[src/rtl/fuse_unpack_pkg.sv]
package fuse_unpack_pkg;

  localparam int BLK_W = 7;
  localparam int IDX_W = 11;

  typedef enum logic [3:0] {
    ST_IDLE,
    ST_FILL,
    ST_H1_REQ,
    ST_H1_USE,
    ST_H2_USE,
    ST_WORD,
    ST_W_LO,
    ST_W_HI,
    ST_FINISH
  } ctl_state_e;

  // a first byte whose low five bits are 01111 announces a second byte
  function automatic logic is_long_hdr(input logic [7:0] h1);
    return h1[4:0] == 5'h0F;
  endfunction

  function automatic logic [BLK_W-1:0] long_blk(input logic [7:0] h1, input logic [7:0] h2);
    return {h2[7:4], h1[7:5]};
  endfunction

  function automatic logic [BLK_W-1:0] short_blk(input logic [7:0] h1);
    return {3'b000, h1[7:4]};
  endfunction

  // logical byte address of slot wi inside block blk
  function automatic logic [IDX_W-1:0] word_base(input logic [BLK_W-1:0] blk, input logic [1:0] wi);
    return {1'b0, blk, 3'b000} + {8'd0, wi, 1'b0};
  endfunction

endpackage

[src/rtl/fuse_hdr_decode.sv]
module fuse_hdr_decode
  import fuse_unpack_pkg::*;
(
  input  logic [7:0]       h1,
  input  logic [7:0]       h2,
  output logic             long_fmt,
  output logic [BLK_W-1:0] blk,
  output logic [3:0]       wen_n,
  output logic             stop_short,
  output logic             stop_long
);

  always_comb begin
    long_fmt   = is_long_hdr(h1);
    stop_short = (h1 == 8'hFF);
    stop_long  = long_fmt && (h2 == 8'hFF);
    blk        = long_fmt ? long_blk(h1, h2) : short_blk(h1);
    wen_n      = long_fmt ? h2[3:0] : h1[3:0];
  end

endmodule

[src/rtl/fuse_word_guard.sv]
module fuse_word_guard
  import fuse_unpack_pkg::*;
#(
  parameter int PTR_W    = 8,
  parameter int LIMIT    = 56,
  parameter int LOG_SIZE = 64
) (
  input  logic [PTR_W-1:0] ptr,
  input  logic [BLK_W-1:0] blk,
  input  logic [1:0]       wi,
  output logic [IDX_W-1:0] log_idx,
  output logic             phy_over,
  output logic             log_over
);

  localparam logic [31:0] LIM_U = 32'(LIMIT);
  localparam logic [31:0] LOG_U = 32'(LOG_SIZE);

  always_comb begin
    log_idx  = word_base(blk, wi);
    phy_over = (32'(ptr) + 32'd2) > LIM_U;
    log_over = (32'(log_idx) + 32'd2) > LOG_U;
  end

endmodule

[src/rtl/fuse_unpack_ctrl.sv]
module fuse_unpack_ctrl
  import fuse_unpack_pkg::*;
#(
  parameter int PHYS_SIZE = 64,
  parameter int PROT_SIZE = 8,
  parameter int LOG_SIZE  = 64,
  localparam int PAW   = $clog2(PHYS_SIZE),
  localparam int LAW   = $clog2(LOG_SIZE),
  localparam int PTR_W = PAW + 2
) (
  input  logic             clk,
  input  logic             rst_n,
  input  logic             start,
  output logic [PAW-1:0]   phy_addr,
  input  logic [7:0]       phy_data,
  output logic             log_we,
  output logic [LAW-1:0]   log_addr,
  output logic [7:0]       log_data,
  output logic             done,
  output logic             err,
  output logic [7:0]       dec_h1,
  output logic [7:0]       dec_h2,
  input  logic             long_fmt,
  input  logic [BLK_W-1:0] dec_blk,
  input  logic [3:0]       dec_wen_n,
  input  logic             stop_short,
  input  logic             stop_long,
  output logic [PTR_W-1:0] ptr,
  output logic [BLK_W-1:0] cur_blk,
  output logic [1:0]       cur_wi,
  input  logic [IDX_W-1:0] log_idx,
  input  logic             phy_over,
  input  logic             log_over
);

  localparam logic [31:0]    LIM_U   = 32'(PHYS_SIZE - PROT_SIZE);
  localparam logic [31:0]    LOG_U   = 32'(LOG_SIZE);
  localparam logic [LAW-1:0] FILL_LAST = LAW'(LOG_SIZE - 1);

  ctl_state_e       state;
  logic [LAW-1:0]   fill_q;
  logic [PTR_W-1:0] ptr_q;
  logic [7:0]       hdr1_q;
  logic [BLK_W-1:0] blk_q;
  logic [3:0]       wen_q;
  logic [1:0]       wi_q;
  logic             err_q;

  // named events for the assertions
  logic start_acc, word_present, err_set, last_word, at_limit;
  logic [PTR_W-1:0] rd_ptr;

  assign start_acc    = (state == ST_IDLE) && start;
  assign word_present = !wen_q[wi_q];
  assign err_set      = (state == ST_WORD) && word_present && (phy_over || log_over);
  assign last_word    = (wi_q == 2'd3);
  assign at_limit     = 32'(ptr_q) >= LIM_U;

  // second header byte and second word byte are fetched one ahead
  assign rd_ptr   = ((state == ST_H1_USE) || (state == ST_W_LO)) ? ptr_q + PTR_W'(1) : ptr_q;
  assign phy_addr = PAW'(rd_ptr);
  assign dec_h1   = (state == ST_H1_USE) ? phy_data : hdr1_q;
  assign dec_h2   = phy_data;
  assign ptr      = ptr_q;
  assign cur_blk  = blk_q;
  assign cur_wi   = wi_q;
  assign done     = (state == ST_FINISH);
  assign err      = err_q;

  always_comb begin
    log_we   = 1'b0;
    log_addr = '0;
    log_data = 8'hFF;
    case (state)
      ST_FILL: begin
        log_we   = 1'b1;
        log_addr = fill_q;
      end
      ST_W_LO: begin
        log_we   = 1'b1;
        log_addr = LAW'(log_idx);
        log_data = phy_data;
      end
      ST_W_HI: begin
        log_we   = 1'b1;
        log_addr = LAW'(log_idx + IDX_W'(1));
        log_data = phy_data;
      end
      default: ;
    endcase
  end

  always_ff @(posedge clk or negedge rst_n) begin
    if (!rst_n) begin
      state  <= ST_IDLE;
      fill_q <= '0;
      ptr_q  <= '0;
      hdr1_q <= 8'h00;
      blk_q  <= '0;
      wen_q  <= 4'hF;
      wi_q   <= 2'd0;
      err_q  <= 1'b0;
    end else begin
      case (state)
        ST_IDLE: if (start) begin
          state  <= ST_FILL;
          fill_q <= '0;
          err_q  <= 1'b0;
        end
        ST_FILL: begin
          if (fill_q == FILL_LAST) begin
            state <= ST_H1_REQ;
            ptr_q <= '0;
          end else begin
            fill_q <= fill_q + LAW'(1);
          end
        end
        ST_H1_REQ: state <= at_limit ? ST_FINISH : ST_H1_USE;
        ST_H1_USE: begin
          hdr1_q <= phy_data;
          if (stop_short) begin
            state <= ST_FINISH;
          end else if (long_fmt) begin
            state <= ST_H2_USE;
          end else begin
            blk_q <= dec_blk;
            wen_q <= dec_wen_n;
            ptr_q <= ptr_q + PTR_W'(1);
            wi_q  <= 2'd0;
            state <= ST_WORD;
          end
        end
        ST_H2_USE: begin
          if (stop_long) begin
            state <= ST_FINISH;
          end else begin
            blk_q <= dec_blk;
            wen_q <= dec_wen_n;
            ptr_q <= ptr_q + PTR_W'(2);
            wi_q  <= 2'd0;
            state <= ST_WORD;
          end
        end
        ST_WORD: begin
          if (!word_present) begin
            if (last_word) state <= ST_H1_REQ;
            else           wi_q  <= wi_q + 2'd1;
          end else if (phy_over || log_over) begin
            err_q <= 1'b1;
            state <= ST_FINISH;
          end else begin
            state <= ST_W_LO;
          end
        end
        ST_W_LO: state <= ST_W_HI;
        ST_W_HI: begin
          ptr_q <= ptr_q + PTR_W'(2);
          if (last_word) begin
            state <= ST_H1_REQ;
          end else begin
            wi_q  <= wi_q + 2'd1;
            state <= ST_WORD;
          end
        end
        ST_FINISH: state <= ST_IDLE;
        default:   state <= ST_IDLE;
      endcase
    end
  end

  // the word being copied never reaches the scan limit
  p_word_below_limit_r7: assert property (@(posedge clk) disable iff (!rst_n)
    (state == ST_W_LO) |-> ((32'(ptr_q) + 32'd1) < LIM_U));

  // the upper byte of a copied word stays inside the logical map
  p_log_in_range_r8: assert property (@(posedge clk) disable iff (!rst_n)
    (state == ST_W_HI) |-> ((32'(log_idx) + 32'd1) < LOG_U));

  // done never lasts two cycles
  p_done_pulse_r9: assert property (@(posedge clk) disable iff (!rst_n)
    done |=> !done);

  // err moves only on an accepted start or an abort
  p_err_hold_r9: assert property (@(posedge clk) disable iff (!rst_n)
    (!start_acc && !err_set) |=> $stable(err));

  // a start during a run never re-enters the fill phase
  p_busy_start_r10: assert property (@(posedge clk) disable iff (!rst_n)
    (start && (state != ST_IDLE) && (state != ST_FILL)) |=> (state != ST_FILL));

  // the fill phase hands over to header parsing at physical address 0
  p_fill_handover_r1: assert property (@(posedge clk) disable iff (!rst_n)
    ((state == ST_FILL) && (fill_q == FILL_LAST)) |=> ((state == ST_H1_REQ) && (ptr_q == '0)));

endmodule

[src/rtl/fuse_unpack.sv]
module fuse_unpack
  import fuse_unpack_pkg::*;
#(
  parameter int PHYS_SIZE = 64,
  parameter int PROT_SIZE = 8,
  parameter int LOG_SIZE  = 64,
  localparam int PAW   = $clog2(PHYS_SIZE),
  localparam int LAW   = $clog2(LOG_SIZE),
  localparam int PTR_W = PAW + 2
) (
  input  logic           clk,
  input  logic           rst_n,
  input  logic           start,
  output logic [PAW-1:0] phy_addr,
  input  logic [7:0]     phy_data,
  output logic           log_we,
  output logic [LAW-1:0] log_addr,
  output logic [7:0]     log_data,
  output logic           done,
  output logic           err
);

  logic [7:0]       dec_h1, dec_h2;
  logic             long_fmt, stop_short, stop_long;
  logic [BLK_W-1:0] dec_blk, cur_blk;
  logic [3:0]       dec_wen_n;
  logic [PTR_W-1:0] ptr;
  logic [1:0]       cur_wi;
  logic [IDX_W-1:0] log_idx;
  logic             phy_over, log_over;

  fuse_hdr_decode u_dec (
    .h1(dec_h1), .h2(dec_h2), .long_fmt(long_fmt), .blk(dec_blk),
    .wen_n(dec_wen_n), .stop_short(stop_short), .stop_long(stop_long)
  );

  fuse_word_guard #(
    .PTR_W(PTR_W), .LIMIT(PHYS_SIZE - PROT_SIZE), .LOG_SIZE(LOG_SIZE)
  ) u_guard (
    .ptr(ptr), .blk(cur_blk), .wi(cur_wi), .log_idx(log_idx),
    .phy_over(phy_over), .log_over(log_over)
  );

  fuse_unpack_ctrl #(
    .PHYS_SIZE(PHYS_SIZE), .PROT_SIZE(PROT_SIZE), .LOG_SIZE(LOG_SIZE)
  ) u_ctrl (
    .clk(clk), .rst_n(rst_n), .start(start),
    .phy_addr(phy_addr), .phy_data(phy_data),
    .log_we(log_we), .log_addr(log_addr), .log_data(log_data),
    .done(done), .err(err),
    .dec_h1(dec_h1), .dec_h2(dec_h2), .long_fmt(long_fmt), .dec_blk(dec_blk),
    .dec_wen_n(dec_wen_n), .stop_short(stop_short), .stop_long(stop_long),
    .ptr(ptr), .cur_blk(cur_blk), .cur_wi(cur_wi), .log_idx(log_idx),
    .phy_over(phy_over), .log_over(log_over)
  );

endmodule

[config.mk]
export PLATFORM = sky130hd
export DESIGN_NAME = fuse_unpack
export DESIGN_NICKNAME = d
export VERILOG_FILES = /design/src/rtl/fuse_unpack_pkg.sv /design/src/rtl/fuse_hdr_decode.sv /design/src/rtl/fuse_word_guard.sv /design/src/rtl/fuse_unpack_ctrl.sv /design/src/rtl/fuse_unpack.sv
export SDC_FILE = /design/constraint.sdc
export NUM_CORES = 1
export LEC_CHECK = 0
export BUFFER_PORTS_ARGS = -buffer_cell sky130_fd_sc_hd__buf_2
export CAP_MARGIN = 25
export CELL_PAD_IN_SITES_DETAIL_PLACEMENT = 2
export CELL_PAD_IN_SITES_GLOBAL_PLACEMENT = 2
export CORE_MARGIN = 2
export CORE_UTILIZATION = 34
export CTS_CLUSTER_DIAMETER = 50
export DETAILED_ROUTE_END_ITERATION = 8
export GPL_TIMING_DRIVEN = 0
export HOLD_SLACK_MARGIN = 0.05
export PLACE_DENSITY = 0.91
export SLEW_MARGIN = 25
export SYNTH_ARGS = -nofsm -noshare
export SYNTH_HDL_FRONTEND = slang
export SYNTH_SLANG_ARGS = --single-unit
[constraint.sdc]
create_clock -name clk -period 3.1 [get_ports clk]
set_clock_uncertainty 0.1 [all_clocks]
set_input_delay 0.62 -clock clk [delete_from_list [all_inputs] [get_ports clk]]
set_output_delay 0.62 -clock clk [all_outputs]
set_load 0.05 [all_outputs]
**Yosys cells after proc, flatten, opt, wreduce, memory -nomap -nowiden**

Index checks and enable logic that the tools add are counted.

- Register bits: 40
- Output and inout port bits: 23
- Input port bits: 11
- Logic and storage cells: 106

- Muxes and demuxes: 46
- Equal/unequal tests: 23
- Order comparisons: 4
- Add/sub/neg operators: 8
- Reduce and logical (&&, ||, !) cells: 17

Operator list:

| cell | count |
|---|---|
| two-way mux 4 bit | 12 |
| two-way mux 8 bit | 6 |
| > comparator 32 x 6 -> 1 bit, second input constant | 1 |
| > comparator 32 x 7 -> 1 bit, second input constant | 1 |
| one-hot mux 4 bit (8 select lines) | 1 |
| one-hot mux 8 bit (4 select lines) | 1 |
| two-way mux 7 bit | 4 |
| two-way mux 6 bit | 3 |
| one-hot mux 6 bit (3 select lines) | 1 |
| == test 4 x 3 -> 1 bit, second input constant | 4 |
| == test 8 bit, second input constant | 2 |
| != test 2 bit, second input constant | 7 |
| one-hot mux 7 bit (2 select lines) | 1 |
| adder 11 x 2 -> 12 bit, second input constant | 1 |
| adder 6 x 1 -> 6 bit, second input constant | 2 |
| one-hot mux 6 bit (2 select lines) | 1 |
| adder 10 x 3 -> 11 bit | 1 |
| two-way mux 2 bit | 5 |
| AND reduction 5 bit | 2 |
| adder 8 x 2 -> 9 bit, second input constant | 1 |
| adder 8 x 1 -> 8 bit, second input constant | 1 |
| adder 8 x 2 -> 8 bit, second input constant | 1 |
| == test 4 x 2 -> 1 bit, second input constant | 2 |
| greater-or-equal comparator 8 x 6 -> 1 bit, second input constant | 1 |
| other kinds (24) | 36 |

**Longest topological paths before layout**

- Word-level depth: 7
- Depth in mapped cells: 8
- Mapped depth without buffers: 7

**Modules after synthesis**

A second synthesis with hierarchy kept.

- Cells, all modules: 334
- Area total of the unflattened synthesis: 2932.8 µm²

Modules (own cells, without submodules):

| module | sequential area each (µm²) | cells each | area each (µm²) | times used |
|---|---|---|---|---|
| fuse_unpack_ctrl | 1006.0 | 285 | 2561.2 | 1 |
| fuse_word_guard | 0.0 | 26 | 196.4 | 1 |
| fuse_hdr_decode | 0.0 | 23 | 175.2 | 1 |

**Worst setup path after synthesis**

OpenSTA, ideal clock, no wires.

- Kind: register to output
- From: register u_ctrl.state[1]
- To: output port log_addr[3]
- Required time: 2.380 ns
- Stages on the path, launching flop included: 5
- Slack: 0.181 ns
- Buffers on the path: 1
- Arrival time: 2.199 ns
- Path through: dfrtp_1 clkbuf_1 nand2b_1 or2_2 o21ai_0

- Word-level cells in the longest chain between the ends: 2
- Elaborated cells on any way between the ends: 4
- Classes of those cells: 3 x eq/ne; 1 x mux

RTL lines:

| element | RTL line | RTL |
|---|---|---|
| start, declared | fuse_unpack_ctrl.sv:40 | `ctl_state_e state;` |
| start signal, assigned | fuse_unpack_ctrl.sv:118 | `ST_H1_REQ: state <= at_limit ? ST_FINISH : ST_H1_USE;` |
| == test 4 x 3 -> 1 bit or == test 4 x 1 -> 1 bit (tied branches) | fuse_unpack_ctrl.sv:74 | `case (state)` |
| one-hot mux 6 bit (3 select lines) (*) | fuse_unpack_ctrl.sv:74 |  |
| end, declared | fuse_unpack.sv:17 | `output logic [LAW-1:0] log_addr,` |

Every way passes the cells marked *; elsewhere a longest branch is shown, timed or not.

**Final worst setup path**

- From: register u_ctrl.state[2]
- To: output port log_addr[3]

The elaborated chain is that of the path after synthesis.

==> metrics.txt <==
status=complete, no violations; Tightest Pin Transition=between 700 and 800 ps; share of cells above drive strength 1=between 10% and 20%; reg2reg end=u_ctrl.cur_blk[4]$_DFFE_PN0P_; Arr. time, crit path=2140 ps; first drt pass iteration count=4; pwr dens=a little under 1000 nW/um^2; Period minus WS final=about 2900 ps; leakage power=1.300 nW; Final Hold Fails=0; Slew HR=51.72%; TritonCTS clock tree=built; initial antenna violation count=0; Post-synth EDFFs=0; post-synth cell types=52; worst-path maximum fanout=10; CTS buffer count=5; Fmax achieved=around 350 MHz; Max Used Layer=met4; Diodes inserted=0; Tot GR Track Use=between 20% and 30%; Warnings, synthesis=0; DRT iter0 DRCs=about 150; clock buffer depth=2; Layout area overhead=15.85%; final worst slack=between 200 and 250 ps; clk_lat worst skew=300 ps; clk sinks=40; Hold WC Path Type=primary input to asynchronous set/reset pin; CP required=~2400 ps; H-tree depth=2; width of the die=a little over 90 um; Core Util, Final=approximately two fifths; Initial Util=a little over a third; Synth Flop Type=dfrtp_1; R2R setup slack=around 300 ps; Routed WL=a little under 9000 um; placed cell count=between 400 and 500; Routability Congestion=between 0.8 and 0.9; period utilization=a little over 90%; Synth Cell Area=2566 sq um; sequential fraction of the synthesis area=around two fifths; clk slew on worst S/H paths=~90 ps; vias in the first global route=around 2,800; final setup violation count=0; register bit count reported by yosys=40; routed wire length per instance=roughly 20 um; RR Startpoint=u_ctrl.state[1]$_DFFE_PN0P_; ys async rst share=between 90% and 100%; critical path class=flip-flop to output pin; gr ovfl total=0; Met2 Routed Length=4573 um; DIE AREA=between 8000 and 9000 sq um; synthesized net count=327; Slew Limit Fails=0; global-route wire length before repair=14,810 um; met3 wire len=between 200 and 300 um; Post-Layout Cell Count=roughly 450; Row Count=31; RSZ-0062 raised after global routing=false; Setup crit end kind=output pin; worst r2r path cells=7; DRC viols=0; Antenna Nets Post-Route=0; Vias=roughly 2,500; final net count=approximately 370; HPWL Detailed=6548 um; Setup Fix Bufs, Post-CTS=0; Post-Syn Instances=310; M1 wire length=3763 um; port bufs=33; critical path launch point type=flip-flop; fillcell total=~900; setup total negative slack=0 ps; drt via density=between 5 and 6; die height=a little over 90 um; worst slack, placed=about 160 ps; core area=between 7000 and 8000 sq um; total of max-cap violations=0; Clock Root Buffer=clkbuf_8; peak supply drop=about 330 uV; # IOs=34; pin count of the biggest net entering global routing=41; synthesized area per cell=8.278 sq um
==> cells by family after synthesis <==
group,Yosys count,synth area share (%)
AND/OR/NAND/NOR,132,25.45
AO/OA/AOI/OAI,80,19.31
multiplexers,11,4.876
buffers and inverters,32,5.168
XOR/XNOR,9,3.071
flip-flops,40,39.20
adder cells (fa/ha/maj),6,2.925
==> synth_stat cells (all sizes together) (3+ instances only) <==
cell type,count,area share [%]
mux2i,8,3.1
nand2,56,8.2
nor4,6,1.5
or3,9,2.6
or4,3,0.88
xor2,4,1.4
nand4,4,0.97
inv,17,2.5
xnor2,5,1.7
nor2,22,3.2
ha,6,2.9
dfstp,4,4.1
nor3,4,0.78
nand2b,3,0.73
clkbuf,9,1.3
a21bo,4,1.6
o21ai,33,6.6
nand3,9,1.8
a31oi,3,0.73
a21oi,19,3.7
and3,3,0.73
buf,5,1.2
dfrtp,36,35
a22o,4,1.4
o211ai,3,0.88
==> how the worst max path moves through the flow <==
stage                                      from          end  slack [ps]
finish              u_ctrl.state[2]$_DFFE_PN0P_  log_addr[3]         240
global route        u_ctrl.state[2]$_DFFE_PN0P_  log_addr[5]          80
CTS                 u_ctrl.state[3]$_DFFE_PN0P_  phy_addr[4]          70
detailed placement  u_ctrl.state[1]$_DFFE_PN0P_  phy_addr[4]         160
global placement    u_ctrl.state[1]$_DFFE_PN0P_  phy_addr[4]         220
floorplan           u_ctrl.state[1]$_DFFE_PN0P_  log_addr[3]         180
==> timing repair <==
action                     CTS  global route
gates resized for setup      3             4
gates cloned                 0             0
hold buffers                 0             0
setup endpoints to repair    9             4
==> cells in the final DEF (no fill, tap or decap), types with 3 or more instances in the layout <==
| cell type | Yosys | routed |
|---|---|---|
| nand2_1 | 56 | 56 |
| buf_2 | 4 | 36 |
| dfrtp_1 | 36 | 36 |
| o21ai_0 | 32 | 32 |
| nor2_1 | 22 | 20 |
| a21oi_1 | 19 | 19 |
| inv_1 | 17 | 17 |
| nand3_1 | 9 | 9 |
| clkbuf_1 | 9 | 8 |
| mux2i_1 | 8 | 8 |
| or3_1 | 7 | 7 |
| nor4_1 | 6 | 6 |
| ha_1 | 6 | 6 |
| clkbuf_8 | 0 | 6 |
| xnor2_1 | 5 | 5 |
| xor2_1 | 4 | 4 |
| a22o_1 | 4 | 4 |
| nor3_1 | 4 | 4 |
| nand4_1 | 4 | 4 |
| a21bo_2 | 4 | 4 |
| dfstp_2 | 4 | 4 |
| and3_1 | 3 | 3 |
| a31oi_1 | 3 | 3 |
| o211ai_1 | 3 | 3 |
| or4_1 | 3 | 3 |
==> final cells by class <==
cell class | count | area [sq um] | area share [%]
Multi-Input combinational cell | 238 | 1450 | 48.78
Sequential cell | 40 | 1006 | 33.84
Timing Repair Buffer | 33 | 167.7 | 5.640
Tap cell | 99 | 123.9 | 4.167
Clock buffer | 6 | 82.58 | 2.778
Inverter | 18 | 71.32 | 2.399
Buffer | 13 | 61.31 | 2.062
Clock inverter | 2 | 10.01 | 0.3367
==> report_power, final <==
group	switching [mW]	internal, mW
sequential	0.187	0.726
combinational	1.09	0.523
clock	0.201	0.178
==> routing by layer <==
layer / up-vias / global-route usage [%]
li1: 1170 / -
met1: 1279 / 27.37
met2: 57 / 39.61
met3: 16 / 3.756
met4: 0 / 8.081
met5: - / 0
==> stage by stage <==
step	total power [mW]	area (sq um)	hold slack (ps)
global placement	2.370	2855	361.7
CTS	2.893	2954	392.5
finish	2.904	2973	195.2
detailed placement	2.472	2855	374.9
floorplan	2.002	2566	224.4
global route	3.120	2973	241.8
==> flip-flops by register name, indices dropped and copies added, names as in the netlist <==
register	cells
u_ctrl.fill_q	6
u_ctrl.cur_wi	2
u_ctrl.err	1
u_ctrl.ptr	8
u_ctrl.state	4
u_ctrl.wen_q	4
u_ctrl.cur_blk	7
u_ctrl.hdr1_q	8
==> critical path: stages (launching register included) <==
cell and delay (ps):
dfrtp_1 460, buf_2 290, clkinvlp_4 270, or2_2 380, o21ai_0 150, buf_2 280
No activity file was read; power rests on OpenSTA's default activity.
